--- src/rtl/crtc_pkg.sv ---
package crtc_pkg;

   // Outcome chosen by the write filter for one data strobe
   typedef enum logic [2:0] {
      WD_STORE      = 3'd0,
      WD_BLOCK      = 3'd1,
      WD_OVF_BIT    = 3'd2,
      WD_SCAN_DROP  = 3'd3,
      WD_CSTART_SUB = 3'd4,
      WD_CEND_SUB   = 3'd5,
      WD_NO_TARGET  = 3'd6
   } wr_decision_e;

   // Legacy fix-up trigger and replacement values
   localparam int unsigned SCAN_DROP_VAL = 7;
   localparam int unsigned CSTART_IN_VAL = 6;
   localparam int unsigned CSTART_OUT_VAL = 13;
   localparam int unsigned CEND_IN_VAL = 7;
   localparam int unsigned CEND_OUT_VAL = 14;

endpackage

--- src/rtl/crtc_index_reg.sv ---
module crtc_index_reg #(
   parameter int unsigned IDX_W = 8
) (
   input  logic             clk,
   input  logic             rst_n,
   input  logic             load,
   input  logic [IDX_W-1:0] din,
   output logic [IDX_W-1:0] q
);

   always_ff @(posedge clk) begin
      if (!rst_n) begin
         q <= '0;
      end else if (load) begin
         q <= din;
      end
   end

endmodule

--- src/rtl/crtc_write_filter.sv ---
module crtc_write_filter
   import crtc_pkg::*;
#(
   parameter int unsigned DATA_W       = 8,
   parameter int unsigned IDX_W        = 8,
   parameter int unsigned NUM_REGS     = 25,
   parameter int unsigned LOCK_LAST    = 7,
   parameter int unsigned OVF_IDX      = 7,
   parameter int unsigned OVF_FREE_BIT = 4,
   parameter int unsigned SCAN_IDX     = 9,
   parameter int unsigned CSTART_IDX   = 10,
   parameter int unsigned CEND_IDX     = 11,
   parameter int unsigned SCAN_FLD_W   = 4
) (
   input  logic                  wr_req,
   input  logic [IDX_W-1:0]      idx,
   input  logic [DATA_W-1:0]     wdata,
   input  logic                  locked,
   input  logic                  compat_en,
   input  logic                  char_clk_8dot,
   input  logic [SCAN_FLD_W-1:0] scan_field,
   output logic                  commit,
   output logic [DATA_W-1:0]     mask,
   output logic [DATA_W-1:0]     value,
   output wr_decision_e          decision
);

   localparam logic [IDX_W:0]    NREGS_I    = (IDX_W+1)'(NUM_REGS);
   localparam logic [IDX_W-1:0]  LOCK_LAST_I = IDX_W'(LOCK_LAST);
   localparam logic [IDX_W-1:0]  OVF_I      = IDX_W'(OVF_IDX);
   localparam logic [IDX_W-1:0]  SCAN_I     = IDX_W'(SCAN_IDX);
   localparam logic [IDX_W-1:0]  CSTART_I   = IDX_W'(CSTART_IDX);
   localparam logic [IDX_W-1:0]  CEND_I     = IDX_W'(CEND_IDX);
   localparam logic [DATA_W-1:0] FREE_MASK  = DATA_W'(1) << OVF_FREE_BIT;
   localparam logic [DATA_W-1:0] SCAN_DROP_V  = DATA_W'(SCAN_DROP_VAL);
   localparam logic [DATA_W-1:0] CSTART_IN_V  = DATA_W'(CSTART_IN_VAL);
   localparam logic [DATA_W-1:0] CSTART_OUT_V = DATA_W'(CSTART_OUT_VAL);
   localparam logic [DATA_W-1:0] CEND_IN_V    = DATA_W'(CEND_IN_VAL);
   localparam logic [DATA_W-1:0] CEND_OUT_V   = DATA_W'(CEND_OUT_VAL);

   logic fixup_gate;
   logic scan_full;
   logic in_range;

   assign fixup_gate = locked && compat_en && !char_clk_8dot;
   assign scan_full  = &scan_field;
   assign in_range   = {1'b0, idx} < NREGS_I;

   always_comb begin
      decision = WD_STORE;
      mask     = '1;
      value    = wdata;
      if (!in_range) begin
         decision = WD_NO_TARGET;
         mask     = '0;
      end else if (locked && idx <= LOCK_LAST_I) begin
         if (idx == OVF_I) begin
            decision = WD_OVF_BIT;
            mask     = FREE_MASK;
         end else begin
            decision = WD_BLOCK;
            mask     = '0;
         end
      end else if (fixup_gate && scan_full) begin
         if (idx == SCAN_I && wdata == SCAN_DROP_V) begin
            decision = WD_SCAN_DROP;
            mask     = '0;
         end else if (idx == CSTART_I && wdata == CSTART_IN_V) begin
            decision = WD_CSTART_SUB;
            value    = CSTART_OUT_V;
         end else if (idx == CEND_I && wdata == CEND_IN_V) begin
            decision = WD_CEND_SUB;
            value    = CEND_OUT_V;
         end
      end
      commit = wr_req && (mask != '0);
   end

endmodule

--- src/rtl/crtc_reg_bank.sv ---
module crtc_reg_bank #(
   parameter int unsigned DATA_W   = 8,
   parameter int unsigned IDX_W    = 8,
   parameter int unsigned NUM_REGS = 25
) (
   input  logic                             clk,
   input  logic                             rst_n,
   input  logic                             commit,
   input  logic [IDX_W-1:0]                 wr_idx,
   input  logic [DATA_W-1:0]                mask,
   input  logic [DATA_W-1:0]                value,
   input  logic [IDX_W-1:0]                 rd_idx,
   output logic [DATA_W-1:0]                rd_data,
   output logic [NUM_REGS-1:0][DATA_W-1:0]  regs
);

   localparam int unsigned SEL_W   = (NUM_REGS > 1) ? $clog2(NUM_REGS) : 1;
   localparam logic [IDX_W:0] NREGS_I = (IDX_W+1)'(NUM_REGS);

   for (genvar g = 0; g < NUM_REGS; g++) begin : g_reg
      always_ff @(posedge clk) begin
         if (!rst_n) begin
            regs[g] <= '0;
         end else if (commit && wr_idx == IDX_W'(g)) begin
            regs[g] <= (regs[g] & ~mask) | (value & mask);
         end
      end
   end

   logic [SEL_W-1:0] rd_sel;
   assign rd_sel = rd_idx[SEL_W-1:0];

   always_comb begin
      rd_data = '0;
      if ({1'b0, rd_idx} < NREGS_I) begin
         rd_data = regs[rd_sel];
      end
   end

endmodule

--- src/rtl/crtc_regfile.sv ---
module crtc_regfile
   import crtc_pkg::*;
#(
   parameter int unsigned DATA_W       = 8,
   parameter int unsigned IDX_W        = 8,
   parameter int unsigned NUM_REGS     = 25,
   parameter int unsigned LOCK_IDX     = 17,
   parameter int unsigned LOCK_BIT     = 7,
   parameter int unsigned LOCK_LAST    = 7,
   parameter int unsigned OVF_IDX      = 7,
   parameter int unsigned OVF_FREE_BIT = 4,
   parameter int unsigned SCAN_IDX     = 9,
   parameter int unsigned CSTART_IDX   = 10,
   parameter int unsigned CEND_IDX     = 11,
   parameter int unsigned SCAN_FLD_W   = 4
) (
   input  logic              clk,
   input  logic              rst_n,
   input  logic              index_wr,
   input  logic              data_wr,
   input  logic [DATA_W-1:0] host_wdata,
   input  logic              compat_en,
   input  logic              char_clk_8dot,
   output logic [DATA_W-1:0] host_rdata,
   output logic [IDX_W-1:0]  index_q
);

   // Elaboration-time parameter checks
   if (DATA_W < 8)                 begin : g_chk_dw   $error("DATA_W must be at least 8"); end
   if (IDX_W > DATA_W)             begin : g_chk_iw   $error("IDX_W must not exceed DATA_W"); end
   if (NUM_REGS > (1 << IDX_W))    begin : g_chk_nr   $error("NUM_REGS exceeds index space"); end
   if (LOCK_IDX >= NUM_REGS)       begin : g_chk_li   $error("LOCK_IDX out of range"); end
   if (LOCK_IDX <= LOCK_LAST)      begin : g_chk_ll   $error("lock register must lie above the locked span"); end
   if (LOCK_BIT >= DATA_W)         begin : g_chk_lb   $error("LOCK_BIT out of range"); end
   if (OVF_IDX > LOCK_LAST)        begin : g_chk_ov   $error("OVF_IDX must lie inside the locked span"); end
   if (OVF_FREE_BIT >= DATA_W)     begin : g_chk_fb   $error("OVF_FREE_BIT out of range"); end
   if (SCAN_FLD_W > DATA_W)        begin : g_chk_sf   $error("SCAN_FLD_W out of range"); end
   if (SCAN_IDX <= LOCK_LAST || CSTART_IDX <= LOCK_LAST || CEND_IDX <= LOCK_LAST)
                                   begin : g_chk_fx   $error("fix-up targets must lie above the locked span"); end
   if (CEND_IDX >= NUM_REGS || CSTART_IDX >= NUM_REGS || SCAN_IDX >= NUM_REGS)
                                   begin : g_chk_fr   $error("fix-up targets out of range"); end

   localparam logic [IDX_W:0] NREGS_I = (IDX_W+1)'(NUM_REGS);

   logic [NUM_REGS-1:0][DATA_W-1:0] regs;
   logic                            locked;
   logic [SCAN_FLD_W-1:0]           scan_field;
   logic                            commit;
   logic [DATA_W-1:0]               wmask;
   logic [DATA_W-1:0]               wvalue;
   wr_decision_e                    decision;

   assign locked     = regs[LOCK_IDX][LOCK_BIT];
   assign scan_field = regs[SCAN_IDX][SCAN_FLD_W-1:0];

   crtc_index_reg #(.IDX_W(IDX_W)) u_index (
      .clk   (clk),
      .rst_n (rst_n),
      .load  (index_wr),
      .din   (host_wdata[IDX_W-1:0]),
      .q     (index_q)
   );

   crtc_write_filter #(
      .DATA_W(DATA_W), .IDX_W(IDX_W), .NUM_REGS(NUM_REGS),
      .LOCK_LAST(LOCK_LAST), .OVF_IDX(OVF_IDX), .OVF_FREE_BIT(OVF_FREE_BIT),
      .SCAN_IDX(SCAN_IDX), .CSTART_IDX(CSTART_IDX), .CEND_IDX(CEND_IDX),
      .SCAN_FLD_W(SCAN_FLD_W)
   ) u_filter (
      .wr_req        (data_wr),
      .idx           (index_q),
      .wdata         (host_wdata),
      .locked        (locked),
      .compat_en     (compat_en),
      .char_clk_8dot (char_clk_8dot),
      .scan_field    (scan_field),
      .commit        (commit),
      .mask          (wmask),
      .value         (wvalue),
      .decision      (decision)
   );

   crtc_reg_bank #(.DATA_W(DATA_W), .IDX_W(IDX_W), .NUM_REGS(NUM_REGS)) u_bank (
      .clk     (clk),
      .rst_n   (rst_n),
      .commit  (commit),
      .wr_idx  (index_q),
      .mask    (wmask),
      .value   (wvalue),
      .rd_idx  (index_q),
      .rd_data (host_rdata),
      .regs    (regs)
   );

   // ---------------- assertions ----------------
   logic fixup_on;
   logic scan_full_now;
   assign fixup_on      = locked && compat_en && !char_clk_8dot;
   assign scan_full_now = &scan_field;

   for (genvar i = 0; i <= LOCK_LAST; i++) begin : g_lock_chk
      if (i != OVF_IDX) begin : g_hold
         assert_locked_hold_R1: assert property (@(posedge clk) disable iff (!rst_n)
            (data_wr && locked && index_q == IDX_W'(i)) |=> $stable(regs[i]));
      end
   end

   assert_ovf_free_bit_R2: assert property (@(posedge clk) disable iff (!rst_n)
      (data_wr && locked && index_q == IDX_W'(OVF_IDX)) |=>
         (regs[OVF_IDX][OVF_FREE_BIT] == $past(host_wdata[OVF_FREE_BIT])));

   assert_ovf_rest_R2: assert property (@(posedge clk) disable iff (!rst_n)
      (data_wr && decision == WD_OVF_BIT) |=>
         ((regs[OVF_IDX] & ~(DATA_W'(1) << OVF_FREE_BIT)) ==
          ($past(regs[OVF_IDX]) & ~(DATA_W'(1) << OVF_FREE_BIT))));

   for (genvar i = LOCK_LAST + 1; i < NUM_REGS; i++) begin : g_gate_chk
      assert_gate_closed_R3: assert property (@(posedge clk) disable iff (!rst_n)
         (data_wr && !fixup_on && index_q == IDX_W'(i)) |=> (regs[i] == $past(host_wdata)));
   end

   for (genvar i = 0; i < NUM_REGS; i++) begin : g_store_chk
      assert_unlocked_store_R7: assert property (@(posedge clk) disable iff (!rst_n)
         (data_wr && !locked && index_q == IDX_W'(i)) |=> (regs[i] == $past(host_wdata)));
   end

   assert_scan_drop_R4: assert property (@(posedge clk) disable iff (!rst_n)
      (data_wr && fixup_on && scan_full_now && index_q == IDX_W'(SCAN_IDX) &&
       host_wdata == DATA_W'(SCAN_DROP_VAL)) |=> $stable(regs[SCAN_IDX]));

   assert_cstart_sub_R5: assert property (@(posedge clk) disable iff (!rst_n)
      (data_wr && fixup_on && scan_full_now && index_q == IDX_W'(CSTART_IDX) &&
       host_wdata == DATA_W'(CSTART_IN_VAL)) |=> (regs[CSTART_IDX] == DATA_W'(CSTART_OUT_VAL)));

   assert_cend_sub_R6: assert property (@(posedge clk) disable iff (!rst_n)
      (data_wr && fixup_on && scan_full_now && index_q == IDX_W'(CEND_IDX) &&
       host_wdata == DATA_W'(CEND_IN_VAL)) |=> (regs[CEND_IDX] == DATA_W'(CEND_OUT_VAL)));

   assert_out_of_range_R8: assert property (@(posedge clk) disable iff (!rst_n)
      (data_wr && !({1'b0, index_q} < NREGS_I)) |=> $stable(regs));

   assert_index_load_R8: assert property (@(posedge clk) disable iff (!rst_n)
      index_wr |=> (index_q == $past(host_wdata[IDX_W-1:0])));

   assert_idle_stable_R9: assert property (@(posedge clk) disable iff (!rst_n)
      !data_wr |=> $stable(regs));

endmodule

--- config.mk ---
export PLATFORM = sky130hd
export DESIGN_NAME = crtc_regfile
export DESIGN_NICKNAME = d
export VERILOG_FILES = /design/src/rtl/crtc_pkg.sv /design/src/rtl/crtc_index_reg.sv /design/src/rtl/crtc_write_filter.sv /design/src/rtl/crtc_reg_bank.sv /design/src/rtl/crtc_regfile.sv
export SDC_FILE = /design/constraint.sdc
export NUM_CORES = 1
export LEC_CHECK = 0
export BUFFER_PORTS_ARGS = -buffer_cell sky130_fd_sc_hd__buf_4
export CORE_ASPECT_RATIO = 0.8
export CORE_MARGIN = 2
export CORE_UTILIZATION = 49
export CTS_BUF_LIST = sky130_fd_sc_hd__clkbuf_8 sky130_fd_sc_hd__clkbuf_16
export DETAILED_ROUTE_END_ITERATION = 8
export GPL_TIMING_DRIVEN = 1
export PLACE_DENSITY = 0.62
export REMOVE_ABC_BUFFERS = 1
export SLEW_MARGIN = 30
export SYNTH_ARGS = -nofsm -noshare
export SYNTH_HDL_FRONTEND = slang
export SYNTH_HIERARCHICAL = 1
export SYNTH_SLANG_ARGS = --single-unit
--- constraint.sdc ---
create_clock -name clk -period 3.3 [get_ports clk]
set_input_delay 0.33 -clock clk [delete_from_list [all_inputs] [get_ports clk]]
set_output_delay 0.33 -clock clk [all_outputs]
set_load 0.03 [all_outputs]
; Word-level counts from Yosys, hierarchy flattened
; Index checks and enable logic that the tools add are counted.
[totals]
reg_bits = 208
inputBits = 14
out_inout_bits = 16
word_cells = 158
[op_classes]
n_lt_le_gt_ge = 3
n_eq_ne = 26
n_mux = 14
bitwise_logic = 52
n_reduce_logical = 37
[ops]
columns = cell, count
row1 = $and A8 B8 Y8, 26
row2 = $or A8 B8 Y8, 25
row3 = $mux W8, 12
row4 = $eq A8 B5 Y1 const B, 9
row5 = $eq A8 B4 Y1 const B, 8
row6 = $eq A8 B3 Y1 const B, 6
row7 = $bmux W8 S5, 1
row8 = $logic_and A1 B1 Y1, 33
row9 = $eq A8 B2 Y1 const B, 2
row10 = $eq A8 B1 Y1 const B, 1
row11 = $le A8 B3 Y1 const B, 1
row12 = $logic_not A8 Y1, 1
row13 = $lt A8 B5 Y1 const B, 1
row14 = $not A8 Y8, 1
row15 = $reduce_bool A8 Y1, 1
row16 = $lt A5 B6 Y1 const B, 1
row17 = $mux W5, 1
row18 = $reduce_and A4 Y1, 1
row19 = $logic_not A1 Y1, 1

; Longest topological paths before layout
; Gate-level depths: netlist of run 1.
[depth]
word_depth = 10
mapped_depth = 11
depth_no_buf = 8

; Hierarchy
; Netlist of run 1, hierarchy kept.
[modules_own_cells]
columns = mod, instances, cells_each, area_each_um2, seq_area_each_um2
row1 = crtc_reg_bank, 1, 1154, 11338.4, 4003.8
row2 = crtc_write_filter, 1, 45, 334.1, 0.0
row3 = crtc_index_reg, 1, 25, 301.5, 160.2

; Worst setup path after synthesis of run 1
; OpenSTA, ideal clock, no wires.
[synth_path]
path_type = flip-flop to flip-flop
startpoint = reg u_index.q[4]
endpoint = reg (tool-made name)
setup_ps = 128
arrival_time_ps = 2898
t_required_ps = 3172
path_slack_ps = 274
path_stages_with_launch = 12
n_path_buf = 3
synth_period_minus_slack_ps = 3026
cell_sequence = dfxtp_1 -> nor3b_1 -> nor3_2 -> o32ai_1 -> nor3b_2 -> or4b_1 -> buf_6 -> buf_12 -> buf_8 -> nor4_2 -> mux2i_1 -> nor2_1
[synth_lines]
columns = item, line_no
row1 = "start, declared", crtc_index_reg.sv:8  ; output logic [IDX_W-1:0] q
row2 = "start signal, assigned", crtc_index_reg.sv:15  ; q <= din;

; Worst setup path in the final report of run 1
[layout_path]
startpoint = reg u_index.q[0]
endpoint = out host_rdata[0]
[layout_between]
elab_chain_cells = 3
word_cells_on_any_way = 4
classes_between = order compare: 1 / mux: 3
[layout_lines]
columns = item, line_no
row1 = $bmux W8 S5, crtc_reg_bank.sv:36  ; rd_data = regs[rd_sel];
row2 = $mux W8 (implied by the code), crtc_reg_bank.sv:36
row3 = $mux W8 *, crtc_reg_bank.sv:35  ; if ({1'b0, rd_idx} < NREGS_I) begin
row4 = "end, declared", crtc_regfile.sv:24  ; output logic [DATA_W-1:0] host_rdata,
; Mark *: on every way between the ends. The rest lies on a longest branch, timed or not. The select of a mux whose other input is x is not followed.

==> results.md, run 1 <==
- Worst Reg-to-Reg Cells: 10
- Number of global-route vias before repair: 8806
- Clk buf depth: 3
- Total track usage: 25.87%
- Initial Utilization: 49.48%
- Via-to-Cell Ratio: 6.258
- Die area: 25630 sq um
- Wire length per cell: 21.70 microns
- Data required, critical path: 2970 ps
- CP peak stage delay: 430 ps
- Most frequent CP cell: buf_4
- Fillers: 2171
- Post-Place Cell Area: 12350 sq um
- Cells after Synth: 1218
- Initial antenna violation count: 0
- Final Worst Setup Slack: 135.3 ps
- Grt met3 use: 2.778%
- Crit path max-delay cell type: a221oi_1
- Critical Path Source Type: register
- Grt total ovfl: 0
- Synth warn: 6
- Worst VDD drop: 311.5 uV
- Largest net degree at the start of global routing: 90
- Final setup vio count: 0
- R2R Setup Slk: 170 ps
- Met1 usage: 39.66%
- Clk sinks: 208
- Area growth, synth to finish: 10.30%
- Hold depth: 3
- CTS root buf: clkbuf_16
- Fmax: 316.0 MHz
- RSZ-0062 raised after global routing: false
- Post-DP HPWL: 19.69 mm
- M2 GR Usage: 39.24%
- Critical path, cell by cell: buf_4 > buf_6 > mux4_2 > mux2i_1 > or2_2 > a221oi_1 > buf_4
- Synthesized area: 11930 sq um
- Starting DRT DRC Count: 815
- Row Count: 51
- Setup Skew: 8.318 ps
- Avg Inst Size Synth: 9.798 sq um
- Top Usage Layer GRT: met1
- Total Power: 5.985 mW
- Worst-Skew Late Latency: 510 ps
- First-pass GRT wire length: 51.82 mm
- # Max-Cap Violations: 0
- Hold Path Class: in2reg
- Port Buffers: 29
- Design area: 13160 sq um
- Period minus WS final: 3165 ps
- RR Startpoint: u_index/q[5]
- DRT Pass-1 Iters: 4
- Pins Over Slew Limit: 0
- Leak: 3.816 nW
- Setup TNS: 0 ps
- DR DRC count: 0
- Dpl ws: 83.22 ps
- Status: finished, final reports clean
- Via Count: 9487
- Layout cell share with drive strength beyond 1: 26.88%
- Worst-margin pin slew: 1004 ps
- Nets: 1198
- Total CTS buffers: 23
- Power per standard cell area: 454.7 nW/um^2
- Arrival @ worst endpoint: 2830 ps
- Worst Setup End Kind: output pin
- CTS tree: done
- Die Span Y: 143.6 microns
- Min-delay src: host_wdata[3]
- Crit-path leading delay family: buffers and inverters
- Clock-pin transition on the worst setup and hold timing paths: 60 ps
- RD Place Congestion: 0.8459
- Hold Buf Count CTS: 0
- Chip width: 178.5 microns
- H-tree depth: 1
- Worst Hold End: u_index/q[3]
- DP Cell Count: 1475
- WS Path Type: reg2out
- Fin cells: 1516
- Max_slew headroom: 33.09%
- Final hold vios: 0
- Total Wirelength: 32.89 mm
- Final Cycle Share: 95.90%
- Core footprint: 24120 sq um
- N_diodes: 0
- Crit-path max FO: 27
- Antenna viol nets, final: 0
- # IOs: 30
- CP bufs+invs: 3
repair_timing:
item,in CTS,in global routing
setup buffers,0,2
setup endpoints to repair,5,80
cloned,0,0
pin swaps,0,1
resized for setup,4,5
layout by cell type (no fill, tap or decap), types with 7 or more instances in the layout:
master / count
nand4_1: 8
inv_1: 16
mux2i_1: 179
nor4_1: 8
a221oi_1: 7
mux2_2: 7
nand3_1: 83
nor2_1: 133
nor4_4: 10
o22ai_1: 7
a21oi_1: 72
dfxtp_1: 203
clkbuf_16: 23
buf_4: 70
buf_12: 11
a31oi_1: 7
o211ai_1: 8
a211oi_1: 7
a21boi_0: 7
nor2b_1: 14
or3b_2: 8
nand3b_1: 17
nor4_2: 119
or2_2: 10
o21ai_0: 72
mux4_2: 28
a22oi_1: 7
report_power, final:
group	internal, mW	switching (mW)
combinational	0.225	0.612
clock	1.56	1.06
sequential	2.52	0.00841
total	4.31	1.68
worst max path at each step:
stage          cells after the start  slack (ps)            end    startpoint
2_1_floorplan                      8       -7580       register  u_index/q[4]
3_3_place_gp                       9         190       register  u_index/q[1]
3_5_place_dp                       8          80       register  u_index/q[0]
4_1_cts                            6           7  host_rdata[3]  u_index/q[1]
5_1_grt                            8           3       register  u_index/q[5]
6_report                           7         140  host_rdata[0]  u_index/q[0]
worst register-to-register path, cell delays in order, from the launching register on:
cell and delay (ps):
dfxtp_1 320, or3_4 410, nor3_2 210, o32ai_1 180, nor3b_2 240, or4b_4 670
buf_4 270, nor4_4 250, buf_4 230, nand3_1 100, a21oi_1 160
area by class of cell:
type / count / area, sq um / area share [%]
Sequential cell: 208 / 4178 / 31.74
Clock buffer: 26 / 616.8 / 4.686
Multi-Input combinational cell: 855 / 7002 / 53.19
Clock inverter: 13 / 138.9 / 1.055
Timing Repair Buffer: 84 / 779.5 / 5.922
Inverter: 12 / 50.05 / 0.3802
Tap cell: 318 / 397.9 / 3.023
metrics by stage:
stage               hold slack (ps)  util, %
floorplan                     450.2        -
global placement              457.3    51.19
detailed placement            463.8    51.19
CTS                           113.1    54.39
global route                  124.0    54.57
finish                        132.5    54.57
per-layer routing:
metal / part of all wire (%) / vias to the layer above
li1: - / 4447
met1: 48 / 4676
met4: 1.7 / 0
met2: 44 / 330
met5: 0 / -
met3: 6.1 / 34
(Power assumes the default switching activity.)
==> run 2: changes to the inputs <==
Settings changed: MAX_ROUTING_LAYER set to met4.
==> run 2 against run 1 <==
Against the previous run: flip-flop and latch count stayed put; worst setup slack worse by 91 ps; global-route usage is 0.80 points higher; register-to-register slack worse by 40 ps; sequential power hardly changed.
==> results.md, run 2 (synthesis gave the netlist of run 1 again) <==
- Status: finished, final reports clean
- Max_slew headroom: 33.65%
- Nets: 1198
- Die Span Y: 143.6 microns
- Total CTS buffers: 23
- Worst-margin pin slew: 995.2 ps
- Crit-path max FO: 32
- Wire length per cell: 21.75 microns
- Area growth, synth to finish: 10.21%
- M2 GR Usage: 39.24%
- Largest net degree at the start of global routing: 90
- Row Count: 51
- N_diodes: 0
- Via Count: 9464
- Worst Setup End Kind: output pin
- Leak: 3.814 nW
- RSZ-0062 raised after global routing: true
- Period minus WS final: 3256 ps
- Final hold vios: 0
- Clk sinks: 208
- Final Cycle Share: 98.67%
- First-pass GRT wire length: 51.83 mm
- Arrival @ worst endpoint: 2930 ps
- Total Wirelength: 32.97 mm
- H-tree depth: 1
- Die area: 25630 sq um
- Met1 usage: 39.75%
- DP Cell Count: 1475
- Core footprint: 24120 sq um
- Worst-Skew Late Latency: 510 ps
- RD Place Congestion: 0.8592
- Initial antenna violation count: 0
- Initial Utilization: 49.48%
- Hold Path Class: in2reg
- Worst Reg-to-Reg Cells: 10
- Worst VDD drop: 311.0 uV
- Clk buf depth: 3
- Pins Over Slew Limit: 0
- Top Usage Layer GRT: met1
- Most frequent cells in the layout: dfxtp_1 (203), mux2i_1 (179), nor2_1 (133), nor4_2 (119), nand3_1 (83)
- Grt total ovfl: 0
- Antenna viol nets, final: 0
- Number of global-route vias before repair: 8799
- Setup Skew: 9.199 ps
- Via-to-Cell Ratio: 6.243
- Fin cells: 1516
- DR DRC count: 0
- WS Path Type: reg2out
- Total track usage: 26.66%
- CTS tree: done
- Post-DP HPWL: 19.69 mm
- Fmax: 307.1 MHz
- Most common cell after layout, fill and taps aside: dfxtp_1
- Grt met3 use: 2.804%
- Data required, critical path: 2970 ps
- Final Worst Setup Slack: 44.02 ps
- Port Buffers: 29
- Clock-pin transition on the worst setup and hold timing paths: 60 ps
- Hold depth: 3
- Chip width: 178.5 microns
- Power per standard cell area: 454.9 nW/um^2
- Total Power: 5.983 mW
- # Max-Cap Violations: 0
- # IOs: 30
- DRT Pass-1 Iters: 5
- Dpl ws: 83.22 ps
- Layout cell share with drive strength beyond 1: 26.79%
- CTS root buf: clkbuf_16
- Starting DRT DRC Count: 817
- Critical Path Source Type: register
- Final setup vio count: 0
- Fin Hold WS: 132.4 ps
==> run 2: where the power goes <==
group | internal [mW] | total [mW] | switching [mW]
clock network | 1.56 | 2.62 | 1.06
logic | 0.225 | 0.836 | 0.611
registers | 2.52 | 2.53 | 0.00839
==> run 2: what timing repair did <==
action                                  in CTS  in global routing
endpoints found under the setup margin       5                 80
resized for setup                            4                  3
setup buffers                                0                  2
pin swaps                                    0                  1
hold endpoints to repair                     0                  0
hold buffers                                 0                  0
==> run 2: layout make-up <==
type | count | area [sq um]
clock buffer | 26 | 616.8
clock inverter | 13 | 138.9
timing repair buffer | 84 | 775.7
sequential | 208 | 4178
fill | 2170 | 10970
multi-input combinational | 855 | 6995
tap | 318 | 397.9
inverter | 12 | 50.05
==> run 2: metrics by stage <==
stage / setup TNS (ps) / utilization [%] / area, sq um
6_report: 0 / 54.53 / 13150
5_1_grt: -9.620 / 54.53 / 13150
4_1_cts: 0 / 54.39 / 13120
3_5_place_dp: 0 / 51.19 / 12350
3_3_place_gp: 0 / 51.19 / 12350
2_1_floorplan: -1503350 / - / 11160
==> run 2: final timing paths <==
path	slack (ps)	to	startpoint
worst min-delay path	130	u_index/q[3]	host_wdata[3]
worst max register to register	130	register	u_index/q[5]
worst min register to register	470	register	register
worst max-delay path	40	host_rdata[7]	u_index/q[2]
==> run 2: routing by layer <==
| metal | vias up | part of all wire (%) |
|---|---|---|
| met1 | 4707 | 48 |
| met4 | 0 | 1.8 |
| met3 | 40 | 5.2 |
| met5 | - | 0 |
| met2 | 274 | 45 |
| li1 | 4443 | - |
==> run 2: worst max-delay path: stages, from the launching register on <==
cell and delay (ps):
dfxtp_2 360, buf_4 400, nand3b_1 470, o22ai_1 330, a211oi_1 110, a221oi_1 470, buf_4 250
